### config.mk
export PLATFORM = sky130hd
export DESIGN_NAME = mbox_top
export DESIGN_NICKNAME = d
export VERILOG_FILES = /design/src/rtl/mbox_pkg.sv /design/src/rtl/mbox_fifo.sv /design/src/rtl/mbox_irq.sv /design/src/rtl/mbox_top.sv
export SDC_FILE = /design/constraint.sdc
export NUM_CORES = 2
export LEC_CHECK = 0
export ABC_AREA = 1
export BUFFER_PORTS_ARGS = -buffer_cell sky130_fd_sc_hd__buf_2
export CAP_MARGIN = 25
export CORE_MARGIN = 3
export CORE_UTILIZATION = 60
export DETAILED_ROUTE_END_ITERATION = 8
export MAX_ROUTING_LAYER = met4
export PLACE_DENSITY = 0.77
export SYNTH_ARGS = -nofsm -noshare
export SYNTH_HDL_FRONTEND = slang
export SYNTH_SLANG_ARGS = --single-unit
### constraint.sdc
create_clock -name clk_i -period 4.2 [get_ports clk_i]
set_clock_uncertainty 0.05 [all_clocks]
set_input_delay 0.63 -clock clk_i [delete_from_list [all_inputs] [get_ports clk_i]]
set_output_delay 0.63 -clock clk_i [all_outputs]
set_load 0.01 [all_outputs]
### src/rtl/mbox_pkg.sv
package mbox_pkg;
  localparam int unsigned ADDR_W = 8;
  localparam int unsigned DATA_W = 64;
  localparam int unsigned PAY_W  = 32;
  localparam int unsigned N_CH   = 2;
  localparam int unsigned N_SRC  = 4;

  localparam logic [ADDR_W-1:0] IRQ_EN_ADDR  = 8'h48;
  localparam logic [ADDR_W-1:0] IRQ_ACK_ADDR = 8'h4C;

  localparam logic [ADDR_W-1:0] OFS_CTRL  = 8'h00;
  localparam logic [ADDR_W-1:0] OFS_SEND0 = 8'h10;
  localparam logic [ADDR_W-1:0] OFS_SEND1 = 8'h18;
  localparam logic [ADDR_W-1:0] OFS_RECV0 = 8'h20;
  localparam logic [ADDR_W-1:0] OFS_RECV1 = 8'h28;

  localparam int unsigned OVF_BIT   = 0;
  localparam int unsigned FULL_BIT  = 16;
  localparam int unsigned EMPTY_BIT = 17;

  typedef struct packed {
    logic [DATA_W-1:0] w0;
    logic [PAY_W-1:0]  w1;
  } msg_t;

  function automatic logic [ADDR_W-1:0] ch_base(input int unsigned ch);
    return 8'h50 + ADDR_W'(ch * 48);
  endfunction
endpackage

### src/rtl/mbox_fifo.sv
module mbox_fifo
  import mbox_pkg::*;
#(
  parameter int unsigned DEPTH = 8
) (
  input  logic       clk_i,
  input  logic       rst_ni,
  input  logic       push_i,
  input  logic       pop_i,
  input  msg_t       data_i,
  output msg_t       head_o,
  output logic       full_o,
  output logic       empty_o,
  output logic [3:0] wptr_o,
  output logic [3:0] rptr_o,
  output logic [4:0] count_o
);
  localparam int unsigned AW = (DEPTH > 1) ? $clog2(DEPTH) : 1;

  msg_t          mem_q [DEPTH];
  logic [AW-1:0] wp_q, rp_q;
  logic [4:0]    cnt_q;
  logic          push_ok, pop_ok;

  function automatic logic [AW-1:0] bump(input logic [AW-1:0] p);
    return (p == AW'(DEPTH - 1)) ? '0 : p + 1'b1;
  endfunction

  assign full_o  = (cnt_q == 5'(DEPTH));
  assign empty_o = (cnt_q == 5'd0);
  assign push_ok = push_i & ~full_o;
  assign pop_ok  = pop_i & ~empty_o;

  always_ff @(posedge clk_i or negedge rst_ni) begin
    if (!rst_ni) begin
      for (int i = 0; i < DEPTH; i++) mem_q[i] <= '0;
      wp_q  <= '0;
      rp_q  <= '0;
      cnt_q <= '0;
    end else begin
      if (push_ok) begin
        mem_q[wp_q] <= data_i;
        wp_q        <= bump(wp_q);
      end
      if (pop_ok) rp_q <= bump(rp_q);
      case ({push_ok, pop_ok})
        2'b10:   cnt_q <= cnt_q + 5'd1;
        2'b01:   cnt_q <= cnt_q - 5'd1;
        default: cnt_q <= cnt_q;
      endcase
    end
  end

  assign head_o  = mem_q[rp_q];
  assign wptr_o  = 4'(wp_q);
  assign rptr_o  = 4'(rp_q);
  assign count_o = cnt_q;
endmodule

### src/rtl/mbox_irq.sv
module mbox_irq #(
  parameter int unsigned N_SRC = 4,
  parameter int unsigned N_OUT = 2
) (
  input  logic             clk_i,
  input  logic             rst_ni,
  input  logic [N_SRC-1:0] cond_i,
  input  logic [N_SRC-1:0] ack_i,
  input  logic             en_we_i,
  input  logic [N_SRC-1:0] en_d_i,
  output logic [N_SRC-1:0] en_o,
  output logic [N_SRC-1:0] lat_o,
  output logic [N_OUT-1:0] irq_o
);
  localparam int unsigned SPO = N_SRC / N_OUT;

  logic [N_SRC-1:0] en_q, lat_q;

  always_ff @(posedge clk_i or negedge rst_ni) begin
    if (!rst_ni) begin
      en_q  <= '0;
      lat_q <= '0;
    end else begin
      if (en_we_i) en_q <= en_d_i;
      // ack wins this cycle; a live condition sets the latch again next cycle
      lat_q <= ~ack_i & (lat_q | cond_i);
    end
  end

  for (genvar g = 0; g < N_OUT; g++) begin : g_out
    assign irq_o[g] = |(lat_q[g*SPO +: SPO] & en_q[g*SPO +: SPO]);
  end

  assign en_o  = en_q;
  assign lat_o = lat_q;
endmodule

### src/rtl/mbox_top.sv
module mbox_top
  import mbox_pkg::*;
#(
  parameter int unsigned DEPTH = 8
) (
  input  logic              clk_i,
  input  logic              rst_ni,
  input  logic              req_i,
  input  logic              we_i,
  input  logic [ADDR_W-1:0] addr_i,
  input  logic [DATA_W-1:0] wdata_i,
  output logic [DATA_W-1:0] rdata_o,
  output logic              irq_a2i_o,
  output logic              irq_i2a_o
);
  logic [N_CH-1:0]             push_w, pop_w, full_w, empty_w;
  logic [N_CH-1:0][4:0]        cnt_w;
  logic [N_CH-1:0][3:0]        wptr_w, rptr_w;
  logic [N_CH-1:0][DATA_W-1:0] rd_ch;
  logic [N_SRC-1:0]            cond_w, ack_w, en_w, lat_w;
  logic [1:0]                  irq_w;
  logic                        en_we;
  logic [DATA_W-1:0]           rd_irq;
  logic                        rd_en;

  for (genvar ch = 0; ch < N_CH; ch++) begin : g_ch
    localparam logic [ADDR_W-1:0] BASE = ch_base(ch);

    logic              hit_ctrl, hit_s0, hit_s1, hit_r0, hit_r1;
    logic [DATA_W-1:0] w0_q, rd_l;
    logic              ovf_q;
    msg_t              head, push_msg;

    assign hit_ctrl = req_i && (addr_i == BASE + OFS_CTRL);
    assign hit_s0   = req_i && (addr_i == BASE + OFS_SEND0);
    assign hit_s1   = req_i && (addr_i == BASE + OFS_SEND1);
    assign hit_r0   = req_i && (addr_i == BASE + OFS_RECV0);
    assign hit_r1   = req_i && (addr_i == BASE + OFS_RECV1);

    assign push_w[ch] = hit_s1 & we_i;
    assign pop_w[ch]  = hit_r1 & ~we_i;
    assign push_msg   = '{w0: w0_q, w1: wdata_i[PAY_W-1:0]};

    always_ff @(posedge clk_i or negedge rst_ni) begin
      if (!rst_ni) begin
        w0_q  <= '0;
        ovf_q <= 1'b0;
      end else begin
        if (hit_s0 && we_i) w0_q <= wdata_i;
        if (push_w[ch] && full_w[ch]) ovf_q <= 1'b1;
        else if (hit_ctrl && we_i && wdata_i[OVF_BIT]) ovf_q <= 1'b0;
      end
    end

    mbox_fifo #(.DEPTH(DEPTH)) u_fifo (
      .clk_i   (clk_i),
      .rst_ni  (rst_ni),
      .push_i  (push_w[ch]),
      .pop_i   (pop_w[ch]),
      .data_i  (push_msg),
      .head_o  (head),
      .full_o  (full_w[ch]),
      .empty_o (empty_w[ch]),
      .wptr_o  (wptr_w[ch]),
      .rptr_o  (rptr_w[ch]),
      .count_o (cnt_w[ch])
    );

    always_comb begin
      rd_l = '0;
      if (hit_ctrl) begin
        rd_l[OVF_BIT]   = ovf_q;
        rd_l[FULL_BIT]  = full_w[ch];
        rd_l[EMPTY_BIT] = empty_w[ch];
      end else if (hit_r0 && !empty_w[ch]) begin
        rd_l = head.w0;
      end else if (hit_r1 && !empty_w[ch]) begin
        rd_l = {7'd0, cnt_w[ch], 4'(5'(DEPTH) - cnt_w[ch]),
                rptr_w[ch], wptr_w[ch], 8'd0, head.w1};
      end
    end
    assign rd_ch[ch] = rd_l;
  end

  assign cond_w = {~empty_w[1], empty_w[1], ~empty_w[0], empty_w[0]};
  assign en_we  = req_i && we_i && (addr_i == IRQ_EN_ADDR);
  assign ack_w  = (req_i && we_i && (addr_i == IRQ_ACK_ADDR)) ? wdata_i[N_SRC-1:0] : '0;

  mbox_irq #(.N_SRC(N_SRC), .N_OUT(2)) u_irq (
    .clk_i   (clk_i),
    .rst_ni  (rst_ni),
    .cond_i  (cond_w),
    .ack_i   (ack_w),
    .en_we_i (en_we),
    .en_d_i  (wdata_i[N_SRC-1:0]),
    .en_o    (en_w),
    .lat_o   (lat_w),
    .irq_o   (irq_w)
  );

  assign irq_a2i_o = irq_w[0];
  assign irq_i2a_o = irq_w[1];

  always_comb begin
    rd_irq = '0;
    if (addr_i == IRQ_EN_ADDR) rd_irq[N_SRC-1:0] = en_w;
    else if (addr_i == IRQ_ACK_ADDR) rd_irq[N_SRC-1:0] = lat_w;
  end

  assign rd_en   = req_i & ~we_i;
  assign rdata_o = rd_en ? (rd_ch[0] | rd_ch[1] | rd_irq) : '0;
endmodule

## Word-level counts from Yosys, hierarchy flattened

Cells that the tools add are included.

| operators by class | value |
|---|---|
| equal/unequal tests | 22 |
| add/sub/neg operators | 10 |
| multiplexer cells | 38 |
| bitwise gates (word level) | 25 |
| magnitude comparators | 6 |
| reduce and logical (&&, ||, !) cells | 37 |

Operator list:

| cell | number |
|---|---|
| 768-bit bitwise mux | 2 |
| 96-bit binary-select mux with 3-bit select | 2 |
| 96-bit demux with 3-bit select | 2 |
| 96-bit 2-to-1 mux | 6 |
| 64-bit 2-to-1 mux | 3 |
| 57-bit 2-to-1 mux | 2 |
| 46-bit 2-to-1 mux | 2 |
| 64-bit by 4-bit bitwise OR with 64-bit output | 1 |
| 64-bit bitwise OR | 1 |
| 8-bit by 7-bit equality test with 1-bit output, second input constant | 7 |
| 8-bit equality test, second input constant | 5 |
| 15-bit 2-to-1 mux | 2 |
| 1-bit logical AND | 27 |
| 5-bit case mux with 2 select lines | 2 |
| 4-bit >= comparator, second input constant | 4 |
| 3-bit inverter with 4-bit output | 4 |
| 3-bit by 1-bit adder with 3-bit output, second input constant | 4 |
| 3-bit equality test, second input constant | 4 |
| 3-bit 2-to-1 mux | 4 |
| 4-bit 2-to-1 mux | 3 |
| 5-bit by 1-bit adder with 5-bit output, second input constant | 2 |
| 5-bit by 4-bit equality test with 1-bit output, second input constant | 2 |
| 5-bit zero test | 2 |
| 5-bit by 1-bit subtractor with 5-bit output, second input constant | 2 |
| 15 further kinds | 43 |

| word-level totals | value |
|---|---|
| register bits | 1696 |
| input port bits | 76 |
| output and inout bits | 66 |

## Longest topological paths before layout

| depth | value |
|---|---|
| word-level depth | 10 |
| mapped depth | 18 |

## Cells and area by module

From an unflattened synthesis, not the netlist that was laid out.

| unflattened totals | value |
|---|---|
| cells, all modules | 11919 |
| area, all modules | 87891.8 µm² |

By module, submodules not included:

| module | area each (µm²) | cells each | sequential area each (µm²) | instances |
|---|---|---|---|---|
| mbox_fifo at g_ch[0].u_fifo | 40067.2 | 5398 | 19493.7 | 1 |
| mbox_fifo at g_ch[1].u_fifo | 40067.2 | 5399 | 19493.7 | 1 |
| mbox_top | 7455.9 | 1087 | 3253.1 | 1 |
| mbox_irq | 301.5 | 35 | 200.2 | 1 |

## Worst setup path before layout

No wires, ideal clock.

| timing path | value |
|---|---|
| path kind | in2reg |
| start point | in addr_i[1] |
| end point | reg g_ch[1].u_fifo.cnt_q[4] |
| buffers on the path | 1 |
| setup time | 79 ps |
| slack | 1157 ps |
| data required time | 4071 ps |
| arrival | 2914 ps |
| cell stages on the path | 18 |
| cells stage by stage | nor2_2 nand2_2 nor2_4 inv_1 nor2_1 buf_2 inv_1 nor2_2 ha_1 xor2_1 ha_1 inv_1 nand2_1 nand2_1 o21ai_0 a21oi_1 o21ai_0 xor2_1 |

| between the ends | value |
|---|---|
| cells in the longest elaborated chain, start to end | 6 |
| elaborated cells on any way between the ends | 12 |
| classes of those cells | eq/ne: 4; mux: 1; bitwise: 4; reduce/logical: 3 |

RTL lines:

| what | line | RTL |
|---|---|---|
| start, declared | mbox_top.sv:10 | `input logic [ADDR_W-1:0] addr_i,` |
| 8-bit equality test * | mbox_top.sv:38 | `assign hit_r1 = req_i && (addr_i == BASE + OFS_RECV1);` |
| 1-bit logical AND * | mbox_top.sv:38 |  |
| 1-bit bitwise AND * | mbox_top.sv:41 | `assign pop_w[ch] = hit_r1 & ~we_i;` |
| 1-bit bitwise AND * | mbox_fifo.sv:32 | `assign pop_ok = pop_i & ~empty_o;` |
| named net g_ch[1].u_fifo.pop_ok | mbox_fifo.sv:23 | `logic push_ok, pop_ok;` |
| 2-bit by 1-bit equality test with 1-bit output or 2-bit equality test (tied branches) | mbox_fifo.sv:46 | `case ({push_ok, pop_ok})` |
| 5-bit case mux with 2 select lines or 2-bit nonzero test (tied branches) | n/a |  |
| end signal, assigned | mbox_fifo.sv:47 | `2'b10: cnt_q <= cnt_q + 5'd1;` |
| end signal, assigned | mbox_fifo.sv:48 | `2'b01: cnt_q <= cnt_q - 5'd1;` |
| end signal, assigned | mbox_fifo.sv:49 | `default: cnt_q <= cnt_q;` |
| end, declared | mbox_fifo.sv:22 | `logic [4:0] cnt_q;` |

Mark *: on every way through the listed nets, which the timed path passes. The rest lies on a longest branch.
A chain may end at the register's enable or synchronous reset.

## Worst setup path after layout

| timing path | value |
|---|---|
| start point | reg g_ch[0].u_fifo.cnt_q[0] |
| end point | out rdata_o[29] |

| between the ends | value |
|---|---|
| cells in the longest elaborated chain, start to end | 9 |
| elaborated cells on any way between the ends | 10 |
| classes of those cells | mux: 4; bitwise: 2; reduce/logical: 4 |

RTL lines:

| what | line | RTL |
|---|---|---|
| start, declared | mbox_fifo.sv:22 |  |
| start signal, assigned | mbox_fifo.sv:47 |  |
| start signal, assigned | mbox_fifo.sv:48 |  |
| start signal, assigned | mbox_fifo.sv:49 |  |
| 5-bit zero test * | mbox_fifo.sv:30 | `assign empty_o = (cnt_q == 5'd0);` |
| 1-bit zero test * | mbox_top.sv:75, mbox_top.sv:77 |  |
| 1-bit logical AND | mbox_top.sv:77 | `end else if (hit_r1 && !empty_w[ch]) begin` |
| 57-bit 2-to-1 mux | mbox_top.sv:77 |  |
| 64-bit 2-to-1 mux * | mbox_top.sv:75 | `end else if (hit_r0 && !empty_w[ch]) begin` |
| 46-bit 2-to-1 mux * | mbox_top.sv:71 | `if (hit_ctrl) begin` |
| 64-bit bitwise OR * | mbox_top.sv:111 | `assign rdata_o = rd_en ? (rd_ch[0] \| rd_ch[1] \| rd_irq) : '0;` |
| 64-bit by 4-bit bitwise OR with 64-bit output * | mbox_top.sv:111 |  |
| 64-bit 2-to-1 mux * | mbox_top.sv:111 |  |
| end, declared | mbox_top.sv:12 | `output logic [DATA_W-1:0] rdata_o,` |

Mark *: on every way between the ends. The rest lies on a longest branch, timed or not.

==> results.json <==
{
  "root_buffer": "clkbuf_16",
  "synth-compound-area-share_pct": 15.48,
  "worstHoldPathCells": 3,
  "synthXorXnorAreaFrac_pct": 0.1261,
  "drc_errors": 0,
  "cp_slowest_stage_delay_ns": 0.46,
  "hp-start": "wdata_i[47]",
  "end_kind": "output pin",
  "seq_area_frac_synth_pct": 55.54,
  "synth_edf_count": 0,
  "fin_crit_sh_pct": 99.70,
  "netSwitchingFraction_pct": 23.37,
  "syn_area_per_cell_sq_um": 8.203,
  "clkSinkCount": 1696,
  "switching_power_uw": 7997,
  "mostFrequentLayoutCells": "3016 x nand2_1, 1690 x dfrtp_1, 1489 x o21ai_1, 832 x nand3_1, 513 x o21ai_0",
  "chipHeight_um": 362.9,
  "syn_inst": 9315,
  "hpwl_um": 136500,
  "firstDrtPassIters": 7,
  "rows": 130,
  "p_per_area_mw_per_mm2": 404.9,
  "setup_viol": 0,
  "htreeDepth": 4,
  "synth_top_family_by_area": "simple AND/OR/NAND/NOR gates",
  "cts_tree": "done",
  "vias_per_cell": 6.165,
  "rr_startpoint": "g_ch[1].u_fifo.count_o[0]$_DFFE_PN0P_",
  "ff2ff_path_depth": 18,
  "drive_gt1_share_pct": 7.395,
  "reg2reg_slack_ns": 0.75,
  "grt_pass1_wl_um": 372700,
  "hold_path.class": "primary input to register",
  "multi_input_comb_area_sq_mm": 0.02959,
  "initial_core_util_pct": 60.62,
  "vias": 67158,
  "antenna_found_initial": 12,
  "total_power_uw": 34220,
  "slew_viol_final": 0,
  "grt_max_degree": 146,
  "die-area_sq_mm": 0.1317,
  "clkTransAtPathRegs_ns": 0.07,
  "drtAntennaViolNets": 0,
  "peakVddDrop_uv": 430.2,
  "synth_cell_types": 35,
  "tightestPinTransition_ns": 1.237,
  "grt_pass1_vias": 63692,
  "cap_violations": 0,
  "clockBufferDepth": 3,
  "required_ns": 3.52,
  "cts_inserted_buffers": 172,
  "setup.worst_path.start_class": "register",
  "yosysWarningCount": 0,
  "ys_ff_latch": 1696,
  "max_freq_mhz": 238.8,
  "seq_area_sq_mm": 0.04246,
  "hold_viol_final": 0,
  "min_to": "g_ch[0].w0_q[47]$_DFFE_PN0P_",
  "seq_power_share_pct": 48.0,
  "status": "complete, no violations",
  "syn-num-nets": 9409,
  "synth_ff_type": "dfrtp_1",
  "path_max_fanout": 15,
  "arrival_ns": 3.51,
  "synth_area_sq_mm": 0.07641,
  "routed_wl_um": 238800,
  "fin_util_pct": 67.04,
  "synthSimpleGateAreaFrac_pct": 22.46,
  "fill_cells": 10091,
  "synth_adder_area_share_pct": 0.3046,
  "r2r-end": "g_ch[1].u_fifo.count_o[4]$_DFFE_PN0P_",
  "pwr-share-clk_pct": 46.6,
  "areaGrowthSynthToFinish_pct": 10.60,
  "slew-limit-headroom_pct": 17.56,
  "intPower_uw": 26220,
  "drt-initial-drc-count": 8706,
  "routabilityCongestion": 0.9946,
  "port-buffer-count": 141,
  "nets": 9193,
  "io_pins": 142,
  "p_leak_uw": 0.03700,
  "critical_path_class": "register to output pin",
  "die_w_um": 362.9,
  "avgRoutedWirePerCell_um": 21.92,
  "grt_overflow": 0,
  "combPwrFrac_pct": 5.4,
  "fin_crit_ns": 4.188,
  "async_flop_share_pct": 100.0,
  "synthMuxAreaShare_pct": 0,
  "grt_usage_pct": 37.42,
  "clock_latency_ns": 0.81,
  "core_area_sq_mm": 0.1261,
  "mostFrequentLayoutCell": "nand2_1",
  "slowest_stage": "a21oi_2",
  "crit_chain": "inv_2, ha_1, inv_1, nor2_1, nand3_2, nand2_2, nor2_4, buf_4, a21oi_1, o21ai_0, a21oi_2, buf_2"
}
-- state kept, by name (all words and copies together), names as in the netlist --
name,count
g_ch.ovf_q,2
g_ch.u_fifo.count_o,10
g_ch.u_fifo.mem_q,1536
g_ch.u_fifo.rp_q,6
g_ch.u_fifo.wp_q,6
g_ch.w0_q,128
u_irq.en_o,4
u_irq.lat_o,4
-- power groups by stage --
stage          registers (uW)  clock network, uW  logic (uW)
6_report                16400              15900        1840
5_1_grt                 16400              16700        1990
4_1_cts                 16400              16100        1800
3_5_place_dp            16700                  0        1780
3_3_place_gp            16700                  0        1770
2_1_floorplan           16700                  0         847
-- worst max-delay path: cells and delay by family (launching register included) --
kind	cells	cell delay, ns
simple gates	4	0.67
fa+ha+maj	1	0.16
flops	1	0.41
buf+inv	4	0.67
compound gates	3	0.78
-- cell type report --
cell class | instances | area share (%)
diodes | 8 | 0.02369
clock buffers | 249 | 6.001
clock inverters | 62 | 0.9520
inverters | 303 | 1.421
multi-input cells | 6589 | 35.01
flip-flops and latches | 1696 | 50.25
well taps | 1650 | 2.443
repair buffers | 336 | 3.895
repair inverters | 1 | 0.01036
-- layer usage --
layer  up-vias  GRT usage, %  wire length, um
li1      30334             -                -
met1     32258         50.05            93580
met2      3825         53.90           104600
met3       741         9.350            28440
met4         0         17.74            12200
met5         -             -                0
-- stage by stage --
step | instance area [sq um] | worst slack [ns] | setup TNS, ns | cells | hold slack, ns
2_1_floorplan | 76410 | 1.157 | 0 | 9315 | 0.2844
3_3_place_gp | 78230 | 0.2698 | 0 | 10553 | 0.4151
3_5_place_dp | 78230 | 0.1973 | 0 | 10553 | 0.4187
4_1_cts | 84290 | 0.01091 | 0 | 10874 | 0.03272
5_1_grt | 84510 | -0.03656 | -0.1360 | 10894 | 0.08541
6_report | 84510 | 0.01244 | 0 | 10894 | 0.07242
-- Yosys cell counts (7+ instances only) --
cell      instances  area (sq um)
a211oi_1          7         52.55
a21oi_1         186         930.9
a22oi_1          15         112.6
buf_1            36         135.1
buf_2           275          1376
buf_4            84         630.6
buf_6            16         180.2
clkbuf_1        316          1186
dfrtp_1        1696         42440
ha_1             17         212.7
inv_1           293          1100
inv_2             7         26.28
nand2_1        3030         11370
nand3_1         838          4194
nor2_1          361          1355
nor3_1            8         40.04
o211ai_1         27         202.7
o21ai_0         515          2577
o21ai_1        1487          7442
o221ai_1         52         455.4
o22ai_1           8         50.05
xor2_1            8         70.07
-- worst max-delay path by stage --
stage	endpoint	depth (start not counted)	start	slack (ns)
detailed placement	rdata_o[25]	11	req_i	0.20
global placement	rdata_o[25]	11	req_i	0.27
global route	rdata_o[4]	13	g_ch[0].u_fifo.count_o[0]$_DFFE_PN0P_	-0.04
floorplan	g_ch[1].u_fifo.count_o[4]$_DFFE_PN0P_	18	addr_i[1]	1.16
CTS	rdata_o[41]	9	g_ch[1].u_fifo.rp_q[1]$_DFFE_PN0P_	0.01
finish	rdata_o[29]	12	g_ch[0].u_fifo.count_o[0]$_DFFE_PN0P_	0.01
-- timing repair --
item                                    CTS  global route
endpoints found under the setup margin   34            34
gates resized for setup                  16            17
cloned                                    2             0
endpoints found under the hold margin    56             0
pin swaps                                 1             4
hold buffers                              2             0
buffers inserted                          6             9
-- logic make-up after synthesis --
group,Yosys count
DFF,1696
adders and majority gates,18
AOI/OAI and AO/OA,2298
buffers and inverters,1030
and+or+nand+nor,4262
xor gates and xnor gates,11
No activity file was read; power rests on OpenSTA's default activity.
